==> config.mk <==
export PLATFORM = sky130hd
export DESIGN_NAME = ccr_resolver
export DESIGN_NICKNAME = d
export VERILOG_FILES = /design/src/rtl/ccr_pkg.sv /design/src/rtl/ccr_decide.sv /design/src/rtl/ccr_fwd_fsm.sv /design/src/rtl/ccr_pending.sv /design/src/rtl/ccr_resolver.sv
export SDC_FILE = /design/constraint.sdc
export NUM_CORES = 1
export LEC_CHECK = 0
export ABC_AREA = 1
export BUFFER_PORTS_ARGS = -buffer_cell sky130_fd_sc_hd__buf_4
export CORE_MARGIN = 3
export CORE_UTILIZATION = 40
export CTS_CLUSTER_SIZE = 28
export DETAILED_ROUTE_END_ITERATION = 10
export GPL_TIMING_DRIVEN = 1
export PLACE_DENSITY = 0.71
export SYNTH_ARGS = -nofsm -noshare
export SYNTH_HDL_FRONTEND = slang
export SYNTH_SLANG_ARGS = --single-unit
==> constraint.sdc <==
create_clock -name clk -period 1.3 [get_ports clk]
set_input_delay 0.065 -clock clk [delete_from_list [all_inputs] [get_ports clk]]
set_output_delay 0.065 -clock clk [all_outputs]
set_load 0.1 [all_outputs]
==> src/rtl/ccr_pkg.sv <==
package ccr_pkg;
   localparam logic [1:0] PK_READ = 2'b01;
   localparam logic [1:0] PK_UPG  = 2'b10;
   localparam logic [1:0] CF_NONE = 2'b00;
   localparam logic [1:0] CF_ISH  = 2'b01;
   localparam logic [1:0] CF_IEX  = 2'b10;
   localparam logic [1:0] CF_INV  = 2'b11;
   localparam logic [1:0] BS_INV  = 2'b00;
   localparam logic [1:0] BS_SHD  = 2'b01;

   typedef enum logic [2:0] {
      S_IDLE = 3'd0,
      S_FWD  = 3'd1,
      S_WAIT = 3'd2,
      S_ACK  = 3'd3,
      S_DONE = 3'd4
   } fsm_t;
endpackage

==> src/rtl/ccr_decide.sv <==
module ccr_decide
   import ccr_pkg::*;
#(
   parameter int KIND_W     = 2,
   parameter int STATE_W    = 2,
   parameter bit FWD_OPT_EN = 1'b1
) (
   input  logic [KIND_W-1:0]  pend_kind,
   input  logic [KIND_W-1:0]  cf_kind,
   input  logic               force_fwd,
   output logic               do_fwd,
   output logic               must_fwd,
   output logic [STATE_W-1:0] direct_state
);
   logic is_upg;
   logic force_q;

   assign is_upg   = (pend_kind == KIND_W'(PK_UPG));
   // mandatory forward: upgrade hit by exclusive intervention or invalidate
   assign must_fwd = is_upg && (cf_kind != KIND_W'(CF_ISH));

   generate
      if (FWD_OPT_EN) begin : g_opt
         assign force_q = force_fwd;
      end else begin : g_noopt
         logic unused_force;
         assign unused_force = force_fwd;
         assign force_q      = 1'b0;
      end
   endgenerate

   assign do_fwd       = must_fwd || force_q;
   assign direct_state = is_upg ? STATE_W'(BS_SHD) : STATE_W'(BS_INV);
endmodule

==> src/rtl/ccr_fwd_fsm.sv <==
module ccr_fwd_fsm
   import ccr_pkg::*;
#(
   parameter int KIND_W  = 2,
   parameter int STATE_W = 2
) (
   input  logic               clk,
   input  logic               rst_n,
   input  logic               start,
   input  logic [KIND_W-1:0]  cf_kind,
   input  logic [KIND_W-1:0]  pend_kind,
   input  logic               st_valid,
   input  logic [STATE_W-1:0] st_val,
   output logic               idle,
   output logic               fwd_valid,
   output logic [KIND_W-1:0]  fwd_kind,
   output logic               ack,
   output logic               state_err
);
   fsm_t               st_q, st_d;
   logic [KIND_W-1:0]  cf_q;
   logic [KIND_W-1:0]  pk_q;
   logic [STATE_W-1:0] exp_state;

   always_comb begin
      st_d = st_q;
      unique case (st_q)
         S_IDLE: if (start)    st_d = S_FWD;
         S_FWD:                st_d = S_WAIT;
         S_WAIT: if (st_valid) st_d = S_ACK;
         S_ACK:                st_d = S_DONE;
         S_DONE:               st_d = S_IDLE;
         default:              st_d = S_IDLE;
      endcase
   end

   always_ff @(posedge clk) begin
      if (!rst_n) begin
         st_q <= S_IDLE;
         cf_q <= '0;
         pk_q <= '0;
      end else begin
         st_q <= st_d;
         if (st_q == S_IDLE && start) begin
            cf_q <= cf_kind;
            pk_q <= pend_kind;
         end
      end
   end

   assign exp_state = (pk_q == KIND_W'(PK_READ)) ? STATE_W'(BS_INV) : STATE_W'(BS_SHD);
   assign idle      = (st_q == S_IDLE);
   assign fwd_valid = (st_q == S_FWD);
   assign fwd_kind  = fwd_valid ? cf_q : '0;
   assign ack       = (st_q == S_ACK);
   assign state_err = (st_q == S_WAIT) && st_valid && (st_val != exp_state);


   fwd_then_wait_chk: assert property (@(posedge clk) disable iff (!rst_n)
      fwd_valid |=> (st_q == S_WAIT));

   ack_after_state_chk: assert property (@(posedge clk) disable iff (!rst_n)
      ack |-> $past(st_valid));
endmodule

==> src/rtl/ccr_pending.sv <==
module ccr_pending
   import ccr_pkg::*;
#(
   parameter int KIND_W = 2
) (
   input  logic              clk,
   input  logic              rst_n,
   input  logic              pend_valid,
   input  logic [KIND_W-1:0] pend_kind,
   input  logic              retire_valid,
   input  logic              retire_data,
   input  logic              set_flag,
   input  logic              busy,
   input  logic              state_err,
   output logic              active,
   output logic [KIND_W-1:0] kind,
   output logic              proto_err
);
   logic flag_q;
   logic retire;
   logic bad_retire;

   assign retire     = retire_valid && active;
   assign bad_retire = retire && ((flag_q && !retire_data) || busy);

   always_ff @(posedge clk) begin
      if (!rst_n) begin
         active    <= 1'b0;
         kind      <= '0;
         flag_q    <= 1'b0;
         proto_err <= 1'b0;
      end else begin
         proto_err <= bad_retire || state_err;
         if (retire) begin
            active <= 1'b0;
            flag_q <= 1'b0;
         end else begin
            if (!active && pend_valid &&
                (pend_kind == KIND_W'(PK_READ) || pend_kind == KIND_W'(PK_UPG))) begin
               active <= 1'b1;
               kind   <= pend_kind;
            end
            if (set_flag) flag_q <= 1'b1;
         end
      end
   end


   plain_ack_err_chk: assert property (@(posedge clk) disable iff (!rst_n)
      (flag_q && retire_valid && active && !retire_data) |=> proto_err);

   retire_clears_chk: assert property (@(posedge clk) disable iff (!rst_n)
      (retire_valid && active) |=> !active);
endmodule

==> src/rtl/ccr_resolver.sv <==
module ccr_resolver
   import ccr_pkg::*;
#(
   parameter int KIND_W     = 2,
   parameter int STATE_W    = 2,
   parameter bit FWD_OPT_EN = 1'b1
) (
   input  logic               clk,
   input  logic               rst_n,
   input  logic               force_fwd_i,
   input  logic               pend_valid_i,
   input  logic [KIND_W-1:0]  pend_kind_i,
   input  logic               retire_valid_i,
   input  logic               retire_data_i,
   input  logic               cf_valid_i,
   input  logic [KIND_W-1:0]  cf_kind_i,
   input  logic               proc_state_valid_i,
   input  logic [STATE_W-1:0] proc_state_i,
   output logic               pending_o,
   output logic               busy_o,
   output logic               direct_valid_o,
   output logic [STATE_W-1:0] direct_state_o,
   output logic               fwd_valid_o,
   output logic [KIND_W-1:0]  fwd_kind_o,
   output logic               ack_o,
   output logic               proto_err_o
);
   generate
      if (KIND_W != 2) begin : g_bad_kind
         $error("ccr_resolver: KIND_W must be 2");
      end
      if (STATE_W < 1) begin : g_bad_state
         $error("ccr_resolver: STATE_W must be at least 1");
      end
   endgenerate

   logic               active;
   logic [KIND_W-1:0]  pk;
   logic               idle;
   logic               accept;
   logic               do_fwd;
   logic               must_fwd;
   logic [STATE_W-1:0] dstate;
   logic               state_err;
   logic               dir_v_q;
   logic [STATE_W-1:0] dir_s_q;

   assign accept = cf_valid_i && (cf_kind_i != KIND_W'(CF_NONE)) && active && idle;

   ccr_decide #(.KIND_W(KIND_W), .STATE_W(STATE_W), .FWD_OPT_EN(FWD_OPT_EN)) u_decide (
      .pend_kind    (pk),
      .cf_kind      (cf_kind_i),
      .force_fwd    (force_fwd_i),
      .do_fwd       (do_fwd),
      .must_fwd     (must_fwd),
      .direct_state (dstate)
   );

   ccr_pending #(.KIND_W(KIND_W)) u_pending (
      .clk          (clk),
      .rst_n        (rst_n),
      .pend_valid   (pend_valid_i),
      .pend_kind    (pend_kind_i),
      .retire_valid (retire_valid_i),
      .retire_data  (retire_data_i),
      .set_flag     (accept && must_fwd),
      .busy         (!idle),
      .state_err    (state_err),
      .active       (active),
      .kind         (pk),
      .proto_err    (proto_err_o)
   );

   ccr_fwd_fsm #(.KIND_W(KIND_W), .STATE_W(STATE_W)) u_fsm (
      .clk       (clk),
      .rst_n     (rst_n),
      .start     (accept && do_fwd),
      .cf_kind   (cf_kind_i),
      .pend_kind (pk),
      .st_valid  (proc_state_valid_i),
      .st_val    (proc_state_i),
      .idle      (idle),
      .fwd_valid (fwd_valid_o),
      .fwd_kind  (fwd_kind_o),
      .ack       (ack_o),
      .state_err (state_err)
   );

   always_ff @(posedge clk) begin
      if (!rst_n) begin
         dir_v_q <= 1'b0;
         dir_s_q <= '0;
      end else begin
         dir_v_q <= accept && !do_fwd;
         dir_s_q <= (accept && !do_fwd) ? dstate : '0;
      end
   end

   assign direct_valid_o = dir_v_q;
   assign direct_state_o = dir_s_q;
   assign pending_o      = active;
   assign busy_o         = !idle;


   no_dual_path_chk: assert property (@(posedge clk) disable iff (!rst_n)
      !(direct_valid_o && fwd_valid_o));

   no_pend_silent_chk: assert property (@(posedge clk) disable iff (!rst_n)
      (cf_valid_i && !active && idle) |=> (!direct_valid_o && !busy_o));

   upg_direct_shared_chk: assert property (@(posedge clk) disable iff (!rst_n)
      (accept && !do_fwd && pk == KIND_W'(PK_UPG)) |=> (direct_state_o == STATE_W'(BS_SHD)));
endmodule

Word level (Yosys, flattened, before mapping)
Index checks and enable logic that the tools add are counted.

cells by class
  add/subtract/negate cells = 0
  $mul = 0
  div/mod/pow operators = 0
  $lt $le $gt $ge = 0
  equal/unequal tests = 11
  shifts and indexed selects = 0
  mux-type cells = 6
  bitwise gates (word level) = 2
  reductions and logical operators = 29

operators with widths
  cell                                                                   number
  1-bit logical AND                                                      15
  3-bit case mux with 4 select lines                                     1
  3-bit by 2-bit equality test with 1-bit output, second input constant  2
  3-bit two-way mux                                                      2
  2-bit AND reduction                                                    3
  2-bit by 1-bit equality test with 1-bit output, second input constant  2
  2-bit equality test, second input constant                             2
  1-bit logical NOT                                                      4
  1-bit logical OR                                                       4
  2-bit by 1-bit != test with 1-bit output, second input constant        2
  3-bit by 1-bit equality test with 1-bit output, second input constant  1
  3-bit logical NOT                                                      1
  1-bit two-way mux                                                      2
  2-bit two-way mux                                                      1
  2-bit != test                                                          1
  2-bit != test, second input constant                                   1
  1-bit inverter                                                         2
  2-bit nonzero test                                                     1
  2-bit OR reduction                                                     1

storage, ports and cells
  bits in registers = 15
  latch bits = 0
  bits in writable memories = 0
  bits in read-only memories = 0
  input port bits = 14
  output and inout port bits = 10
  memories = 0

Logic depth before layout (Yosys ltp)
Gate-level depths: netlist (run 1).

  depth in word-level cells = 7
  mapped depth = 8
  gate-level depth less buffers = 8

Cells and area by module
Synthesis (run 1) repeated with hierarchy kept, for this count alone.

second synthesis, totals
  cell total of the unflattened synthesis = 125
  area total of the unflattened synthesis = 825.8 um2

by module, submodules not included
  module        times used  cells each  area an instance (um2)  seq. area each (um2)
  ccr_fwd_fsm   1           58          372.9                   140.1
  ccr_pending   1           36          252.7                   100.1
  ccr_resolver  1           20          141.4                   60.1
  ccr_decide    1           11          58.8                    0.0

Worst setup path after synthesis (run 1)
Ideal clock, no wire load.

  path type = flip-flop to output port
  start = register u_fsm.st_q[0]
  end = output fwd_kind_o[0]
  data arrival time = 4138 ps
  data required time = 1235 ps
  path slack = -2903 ps
  stages on the path, launching flop included = 5
  buffers on the path = 0
  cells stage by stage = dfxtp_1 > inv_1 > nor3_1 > inv_1 > nor2_1

between the ends
  word-level cells in the longest chain between the ends = 2

RTL lines
  element                                         RTL line            text
  start, declared                                 ccr_fwd_fsm.sv:20   fsm_t st_q, st_d;
  start signal, assigned                          ccr_fwd_fsm.sv:43   st_q <= st_d;
  3-bit by 1-bit equality test with 1-bit output  ccr_fwd_fsm.sv:53   assign fwd_valid = (st_q == S_FWD);
  named net fwd_valid_o                           ccr_resolver.sv:23  output logic fwd_valid_o,
  2-bit two-way mux                               ccr_fwd_fsm.sv:54   assign fwd_kind = fwd_valid ? cf_q : '0;
  end, declared                                   ccr_resolver.sv:24  output logic [KIND_W-1:0] fwd_kind_o,

The timed path passes the listed nets, and every way through them passes these cells.

Worst setup path after layout (run 1)
  start = register u_fsm.st_q[2]
  end = output fwd_kind_o[1]

between the ends
  word-level cells in the longest chain between the ends = 2

RTL lines
  element                                         RTL line
  3-bit by 1-bit equality test with 1-bit output  ccr_fwd_fsm.sv:53
  2-bit two-way mux                               ccr_fwd_fsm.sv:54

Every way passes these cells.

==> results.md, run 1 <==
- Outcome: finished clean
- RSZ-0062 raised after global routing: true
- P_int: 0.000802 W
- Clock share of power: 0.226
- Via/cell ratio: 4.41
- Detailed Route Iter0 Violations: 11
- DR vias: approximately 710
- Arrival @ worst endpoint: 1.21 ns
- Post-Syn Nets: about 120
- Nets@finish: approximately 150
- PD cells: approximately 1300 nW/um^2
- R2r setup slk: around 0.026 ns
- Reg2reg end: direct_state_o[0]
- Hold crit path type: in -> reg
- Clock sink count: 14
- Fmax: between 700 and 800 MHz
- Clk_lat worst skew: roughly 0.28 ns
- CTS tree: done
- Fin util: 0.661
- I/O Buffers: 22
- Fin. Hold Viols: 0
- Gr usage total: 0.132
- Worst path top cell family by delay: flip-flops
- Worst Hold Launch: pend_kind_i[0]
- Crit start category: flop
- Sequential share of power: 0.351
- Die height: 48.7 um
- Largest net degree at the start of global routing: 12
- Crit path largest cell delay: between 0.3 and 0.4 ns
- CORE AREA: roughly 1600 sq um
- CP max-delay cell: dfxtp_4
- Placer's final routability congestion estimate: 0.721
- Synthesized flop and latch total: 14
- Number of inserted diodes: 0
- Share of cells above drive strength 1: 0.375
- Synth cell types: 18
- Total of max-cap violations: 0
- Worst setup EP type: output port
- Switching fraction of total power: 0.417
- GRT overflow: 0
- Buf/Inv on CP: 2
- Clk buf depth: 2
- Post-DR wirelength/cell: 9.53 um
- R2R cell count: 7
- Psw: 0.000574 W
- DRT Pass-1 Iters: 4
- Register area share after synthesis: 0.385
- Hold Path End: u_pending.kind[0]
- Post-route clock skew: approximately 0.0014 ns
- Area Growth Syn to Fin: 46.4%
- Clk pin slew, worst setup/hold paths: about 0.080 ns
- Antenna-violating nets left: 0
- Vias in the first global route: just over 600
- Worst Hold Path Cells: 3
- Synthesized area per cell: ~6.8 sq um
- Cells after synthesis: around 110
- Max VDD drop: 0.000734 V
- Die area: about 2400 sq um
- Root buffer cell: clkbuf_4
- Slew Limit Fails: 0
- Crit Reg-Reg Startpoint: u_fsm.st_q[2]
- Initial antenna violation count: 0
- Final Cycle Share: 0.980
- DRC violations left: 0
- DP HPWL: between 1000 and 1500 um
- Final wirelength: 1520 um
- CP Data Required Time: between 1 and 1.5 ns
- LEAKAGE: 0.508 nW
- Rows: 14
- First-pass GRT wire length: ~2500 um
- Cts bufs inserted: 3
- Crit path time final: about 1.3 ns
- Final setup fails: 0
- Comb pwr share: 0.423
- H-tree Lvls: 1
- Synth warn: 0
- Die X: 48.7 um
- Crit-path cells: nor3_4, inv_2, nor2_4, buf_12
- I/O pin cnt: 24
- Starting density of the core: 0.452
- CTS Hold Bufs: 0
- Crit path kind: reg -> out
- CP Max Fanout: 4
- Synthesized area: roughly 730 sq um
- Total power: approximately 0.0014 W
## area by class of cell
type,instances,area [sq um]
Fill cell,155,546
Multi-Input combinational cell,69,373
Sequential cell,14,290
Timing Repair Buffer,29,262
Inverter,20,75.1
Clock buffer,4,36.3
Tap cell,24,30.0
## sequential cells by signal (all words and copies together), names as in the netlist
name / flops
direct_valid_o: 1
u_pending.flag_q: 1
u_pending.kind: 2
direct_state_o: 1
u_fsm.pk_q: 2
u_pending.proto_err: 1
u_pending.active: 1
u_fsm.st_q: 3
u_fsm.cf_q: 2
## cell families after synthesis
family                 count (synthesis)  synth area share
AOI/OAI and AO/OA                      9            0.0704
and+or+nand+nor                       59             0.390
buffers and inverters                 24             0.149
DFF                                   14             0.385
other                                  1           0.00515
## stage by stage
stage                     worst slack [ns]  instance area (sq um)  hold slack (ns)  setup TNS, ns  cells
after CTS                         -0.00625                   1010           0.0211       -0.00736    155
after floorplan                     -0.713                    764            0.200          -2.15    107
after global routing               -0.0671                   1070           0.0394         -0.276    160
after detailed placement            0.0941                    933            0.322              0    150
final                               0.0263                   1070           0.0284              0    160
after global placement               0.134                    933            0.313              0    150
## worst register-to-register path, delay by kind of cell (launching register included)
kind | cells | cell delay, ns
buf+inv | 2 | 0.28
simple gates | 5 | 0.55
flops | 1 | 0.37
## synth_stat cells
cell type | count | area [sq um]
a21oi_1 | 7 | 35.0
a21oi_2 | 1 | 8.76
buf_4 | 3 | 22.5
buf_6 | 1 | 11.3
conb_1 | 1 | 3.75
dfxtp_1 | 14 | 280
inv_1 | 20 | 75.1
nand2_1 | 24 | 90.1
nand2_4 | 2 | 22.5
nand3_1 | 8 | 40.0
nand3_2 | 1 | 10.0
nor2_1 | 17 | 63.8
nor2_4 | 2 | 22.5
nor3_1 | 2 | 10.0
nor3b_2 | 1 | 12.5
nor4_1 | 1 | 6.26
o21bai_1 | 1 | 7.51
or2_0 | 1 | 6.26
## layer usage
layer  vias to the layer above  global-route usage  wire length [um]
met2                        21               0.192               726
li1                        381                   -                 -
met3                         5              0.0307                84
met5                         -                   0                 0
met4                         0              0.0995                45
met1                       299               0.168               667
## worst max-delay path by stage
stage	startpoint	endpoint	slack, ns	depth (start not counted)
floorplan	u_fsm.st_q[0]	fwd_kind_o[0]	-0.71	4
global placement	u_fsm.st_q[2]	u_fsm.st_q[0]	0.13	7
detailed placement	u_fsm.st_q[2]	u_fsm.st_q[0]	0.09	7
CTS	u_fsm.st_q[2]	fwd_kind_o[0]	-0.006	4
global route	u_fsm.st_q[2]	fwd_kind_o[1]	-0.07	4
finish	u_fsm.st_q[2]	fwd_kind_o[1]	0.03	4
## power by group through the flow
stage	sequential (W)	clock (W)	combinational, W
after floorplan	0.000534	0	0.000402
after global placement	0.000497	0	0.000534
after detailed placement	0.000498	0	0.000540
after CTS	0.000483	0.000325	0.000554
after global routing	0.000486	0.000344	0.000622
final	0.000483	0.000311	0.000583
## what timing repair did
action	CTS	global route
setup endpoints to repair	5	11
pin swaps	2	1
gates resized for setup	8	7
setup buffers	1	5
## layout by cell type (no fill, tap or decap)
cell type  instances
a21oi_1            7
a21oi_2            1
buf_12             2
buf_4             22
buf_6              5
clkbuf_4           3
clkbuf_8           1
conb_1             1
dfxtp_1           10
dfxtp_2            2
dfxtp_4            2
inv_1             18
inv_2              2
nand2_1           23
nand2_2            1
nand2_4            2
nand3_1            8
nand3_2            1
nor2_1            15
nor2_4             4
nor3_2             1
nor3_4             1
nor3b_2            1
nor4_1             1
o21bai_1           1
or2_0              1
No activity file was read; power rests on OpenSTA's default activity.
==> run 2: changes to the inputs <==
Settings changed: CORE_UTILIZATION 40 to 48, GPL_TIMING_DRIVEN 1 to 0, PLACE_DENSITY 0.71 to 0.81.
==> results.md, run 2 (synthesis gave the netlist of run 1 again) <==
- Outcome: finished with violations
- Failing checks: setup timing
- Slew Limit Fails: 0 (unchanged)
- Arrival @ worst endpoint: 1.24 ns (+0.03 ns)
- Clock sink count: 14 (unchanged)
- Setup slack after layout: -0.00917 ns (-0.0355 ns)
- Placer's final routability congestion estimate: 0.792 (+9.8%)
- Antenna-violating nets left: 0 (unchanged)
- Rows: 13 (-1)
- Clk_lat worst skew: 0.28 ns (about the same)
- Detailed Route Iter0 Violations: 15 (+4)
- I/O pin cnt: 24 (unchanged)
- Post-DR wirelength/cell: 10.4 um (+9.7%)
- Crit-path cells: nor3_4, inv_2, nor2_4, buf_12
- DRC violations left: 0 (unchanged)
- Commonest non-fill, non-tap cells in the layout: buf_4 (26), nand2_1 (24), inv_1 (18)
- Clk pin slew, worst setup/hold paths: 0.09 ns (about the same)
- Largest net degree at the start of global routing: 11 (-1)
- M1 GR Usage: 0.214 (+0.0459)
- Fmax: 764 MHz (-2.7%)
- Fin. Hold Viols: 0 (unchanged)
- Die area: 2020 sq um (-15%)
- CORE AREA: 1370 sq um (-15%)
- DP Area: 941 sq um (+0.80%)
- Area Growth Syn to Fin: 45.9%
- Met2 GRT Util: 0.291 (+0.0987)
- Hold crit path type: in -> reg
- Number of inserted diodes: 0 (unchanged)
- Clk buf depth: 2 (unchanged)
- Worst setup EP type: output port
- Crit start category: flop
- PD cells: 1310 nW/um^2 (+1.8%)
- Cell area after layout: 1060 sq um (-0.35%)
- Crit path time final: 1.31 ns (+0.0355 ns)
- Worst Hold Path Cells: 3 (unchanged)
- RSZ-0062 raised after global routing: true
- Nets@finish: 153 (+1.3%)
- Crit path kind: reg -> out
- GRT overflow: 0 (unchanged)
- CTS Hold Bufs: 0 (unchanged)
- Root buffer cell: clkbuf_4
- GRT busiest layer: met2
- CP Data Required Time: 1.24 ns (about the same)
- H-tree Lvls: 1 (unchanged)
- Storage cell area: 290 sq um (unchanged)
- Area of the multi-input gates: 373 sq um (unchanged)
- CP Depth: 4 (unchanged)
- Total of max-cap violations: 0 (unchanged)
- Fill cells: 101 (-35%)
- CTS tree: done
- Most common cell after layout, fill and taps aside: buf_4
- R2R cell count: 8 (+1)
- DR vias: 712 (+0.85%)
- Register bank with the most flops: u_fsm.st_q
- Pre-CTS setup slack: 0.137 ns (+0.0432 ns)
- Gr usage total: 0.178 (+0.0460)
- Final setup fails: 1 (+1)
- I/O Buffers: 21 (-4.5%)
- Cts bufs inserted: 3 (unchanged)
- Max FFs per register: 3 (unchanged)
- Die height: 45.0 um (-7.6%)
- DP HPWL: 1190 um (+7.6%)
- Max VDD drop: 0.000774 V (+5.5%)
- Via/cell ratio: 4.65 (+5.5%)
- Worst path top cell family by delay: flip-flops
- Fin util: 0.777 (+0.116)
- Die X: 45.0 um (-7.6%)
- Initial antenna violation count: 0 (unchanged)
- LEAKAGE: 0.514 nW (+1.2%)
- Final Cycle Share: 1.01 (+0.0273)
- Share of cells above drive strength 1: 0.384 (+0.00906)
- Vias in the first global route: 621 (+2.8%)
- Starting density of the core: 0.533 (+0.0811)
- Non-Filler Instances: 153 (-4.4%)
- First-pass GRT wire length: 2580 um (+4.5%)
- CP Max Fanout: 4 (unchanged)
- Crit path largest cell delay: 0.37 ns (about the same)
- Total power: 0.00140 W (+1.4%)
- M3 GR Usage: 0.0359 (+0.00518)
- CP max-delay cell: dfxtp_4
- Final wirelength: 1600 um (+4.9%)
- DRT Pass-1 Iters: 4 (unchanged)
- Buf/Inv on CP: 2 (unchanged)
- DP Cell Count: 143 (-4.7%)
- Post-route clock skew: 0.00370 ns (+0.00229 ns)
-- run 2: changes by cell type in the layout (fill, tap and decap cells not counted), sizes merged --
cell,before,now
buf,29,31
-- run 2: timing repair --
| action | in CTS | in global routing |
|---|---|---|
| cloned | 0 | 1 |
| setup endpoints to repair | 3 | 8 |
| setup buffers | 4 | 1 |
| pin swaps | 1 | 1 |
| resized for setup | 7 | 6 |
-- run 2: per-layer routing --
metal | vias up | share of wire
met4 | 0 | 0.023
met5 | - | 0
met1 | 307 | 0.42
li1 | 381 | -
met2 | 19 | 0.51
met3 | 5 | 0.051
-- run 2: power by group --
part,leakage [nW],switching (W),internal (W)
Clock,0.0210,0.000144,0.000170
Combinational,0.377,0.000414,0.000183
Sequential,0.116,0.0000220,0.000462
-- run 2: path summary, 6_finish.rpt --
kind / slack [ns] / to / startpoint
min: 0.02 / u_pending.kind[1] / pend_kind_i[1]
min reg2reg: 0.47 / u_pending.flag_q / u_pending.flag_q
max: -0.009 / fwd_kind_o[0] / u_fsm.st_q[2]
max reg2reg: 0.09 / u_fsm.cf_q[0] / u_fsm.st_q[2]
-- run 2: worst register-to-register path: cells and delay by family (launching register included) --
kind	cells	cell delay, ns
and+or+nand+nor	6	0.45
DFF	1	0.37
buffers and inverters	2	0.29
-- run 2: final cells by class --
class                   instances  share of cell area
multi-input cells              69               0.351
well taps                      15              0.0177
plain buffers                   4              0.0318
repair buffers                 27               0.221
flip-flops and latches         14               0.273
clock buffers                   4              0.0342
inverters                      20              0.0707
-- run 2: per-stage QoR --
| step | setup TNS [ns] | hold WS [ns] |
|---|---|---|
| floorplan | -2.15 | 0.200 |
| global placement | 0 | 0.312 |
| detailed placement | 0 | 0.320 |
| CTS | 0 | 0.0281 |
| global route | -0.0853 | 0.0331 |
| finish | -0.00917 | 0.0231 |
==> run 3: changes to the inputs <==
Settings changed: BUFFER_PORTS_ARGS -buffer_cell sky130_fd_sc_hd__buf_4 to -buffer_cell sky130_fd_sc_hd__buf_2.
==> results.md, run 3 (synthesis gave the netlist of run 1 again) <==
- Outcome: finished clean
- CP max-delay cell: dfxtp_4
- Area Growth Syn to Fin: 39.0%
- Clock sink count: 14 (unchanged)
- Vias in the first global route: 655 (+5.5%)
- Hold crit path type: in -> reg
- Area of the multi-input gates: 373 sq um (unchanged)
- Most common cell after layout, fill and taps aside: nand2_1
- Total power: 0.00137 W (-1.7%)
- Setup crit start: u_fsm.st_q[2]
- Post-route clock skew: 0.00317 ns (-0.000531 ns)
- LEAKAGE: 0.493 nW (-4.2%)
- Slew Limit Fails: 0 (unchanged)
- Crit path kind: reg -> out
- I/O pin cnt: 24 (unchanged)
- Gr usage total: 0.180 (+0.00193)
- RSZ-0062 raised after global routing: true
- Reg2reg end: u_fsm.cf_q[0]
- Fin util: 0.741 (-0.0366)
- Share of cells above drive strength 1: 0.370 (-0.0137)
- CTS Hold Bufs: 0 (unchanged)
- Final wirelength: 1570 um (-2.0%)
- CP Data Required Time: 1.24 ns (about the same)
- R2r setup slk: 0.09 ns (about the same)
- Worst Hold Launch: pend_kind_i[1]
- Largest net degree at the start of global routing: 11 (unchanged)
- Arrival @ worst endpoint: 1.22 ns (-0.02 ns)
- CP Max Fanout: 3 (-1)
- Hold_ws: 0.0367 ns (+0.0136 ns)
- GRT overflow: 0 (unchanged)
- Crit-path cells: nor3_4, inv_2, nor2_4, buf_12
- Final Cycle Share: 0.990 (-0.0173)
- Register bank with the most flops: u_fsm.st_q
- Root buffer cell: clkbuf_4
- DRT Pass-1 Iters: 4 (unchanged)
- Commonest non-fill, non-tap cells in the layout: nand2_1 (24), inv_1 (18), buf_2 (16)
- Detailed Route Iter0 Violations: 18 (+3)
- Initial antenna violation count: 0 (unchanged)
- Fmax: 777 MHz (+1.7%)
- CORE AREA: 1370 sq um (unchanged)
- Post-DR wirelength/cell: 10.4 um (about the same)
- Nets@finish: 150 (-2.0%)
- DRC violations left: 0 (unchanged)
- DR vias: 735 (+3.2%)
- Cts bufs inserted: 3 (unchanged)
- Die height: 45.0 um (unchanged)
- Storage cell area: 290 sq um (unchanged)
- Starting density of the core: 0.533 (unchanged)
- Setup crit end: fwd_kind_o[0]
- Via/cell ratio: 4.90 (+5.3%)
- Number of inserted diodes: 0 (unchanged)
- Crit start category: flop
- Crit path time final: 1.29 ns (-0.0225 ns)
- Fill cells: 110 (+8.9%)
- PD cells: 1360 nW/um^2 (+3.2%)
- Worst setup EP type: output port
- Fin. Hold Viols: 0 (unchanged)
- Clk_lat worst skew: 0.29 ns (about the same)
- Crit Reg-Reg Startpoint: u_fsm.st_q[2]
- Max VDD drop: 0.000966 V (+25%)
- Antenna-violating nets left: 0 (unchanged)
- Final setup fails: 0 (-1)
- Clk buf depth: 2 (unchanged)
- Die X: 45.0 um (unchanged)
- Placer's final routability congestion estimate: 0.774 (-2.3%)
- Clk pin slew, worst setup/hold paths: 0.09 ns (about the same)
- CTS tree: done
- Crit path largest cell delay: 0.38 ns (about the same)
- Die area: 2020 sq um (unchanged)
- R2R cell count: 8 (unchanged)
- Rows: 13 (unchanged)
- Total of max-cap violations: 0 (unchanged)
- Max FFs per register: 3 (unchanged)
- I/O Buffers: 21 (unchanged)
- H-tree Lvls: 1 (unchanged)
- First-pass GRT wire length: 2620 um (+1.6%)
- DP HPWL: 1130 um (-4.4%)
## run 3: cell count changes in the layout (fill, tap and decap cells not counted), sizes merged
| cell | previous run | this run |
|---|---|---|
| buf | 31 | 28 |
## run 3: worst min path at each step
stage,depth (start not counted),end
global route,3,u_pending.kind[0]
detailed placement,3,u_pending.kind[0]
finish,3,u_pending.kind[1]
global placement,3,u_pending.kind[0]
CTS,3,u_pending.kind[0]
floorplan,2,u_pending.kind[0]
## run 3: worst max-delay path: cells and delay by family (launching register included)
kind | cells | cell delay [ns]
flip-flops | 1 | 0.38
AND/OR/NAND/NOR | 2 | 0.28
buffers and inverters | 2 | 0.27
## run 3: power breakdown
group          internal (W)  switching, W  total (W)  leakage (nW)
Combinational      0.000154      0.000414   0.000568         0.356
Sequential         0.000462     0.0000215   0.000483         0.116
Clock              0.000171      0.000150   0.000321        0.0210
## run 3: cell type report
cell class	count	share of cell area
Buffer	4	0.0334
Sequential cell	14	0.287
Multi-Input combinational cell	69	0.368
Inverter	20	0.0742
Timing Repair Buffer	24	0.183
Clock buffer	4	0.0358
Tap cell	15	0.0185
## run 3: per-layer routing
layer / vias to the layer above / share of wire / routed length [um] / GRT usage
met5: - / 0 / 0 / 0
met4: 0 / 0.024 / 38 / 0.105
met3: 5 / 0.061 / 95 / 0.0239
met2: 23 / 0.49 / 763 / 0.302
met1: 328 / 0.43 / 668 / 0.218
li1: 379 / - / - / -
## run 3: per-stage QoR
step	cell area (sq um)	setup TNS, ns	cells	worst slack [ns]
after global routing	1010	-0.0603	150	-0.0349
after floorplan	764	-2.15	107	-0.713
after CTS	993	0	149	0.00558
after global placement	888	0	143	0.0456
final	1010	0	150	0.0133
after detailed placement	888	0	143	0.0171
## run 3: timing repair
item                       CTS  global route
setup endpoints to repair    5             7
pin swaps                    2             1
cloned                       0             1
buffers inserted             2             0
gates resized for setup     13             5
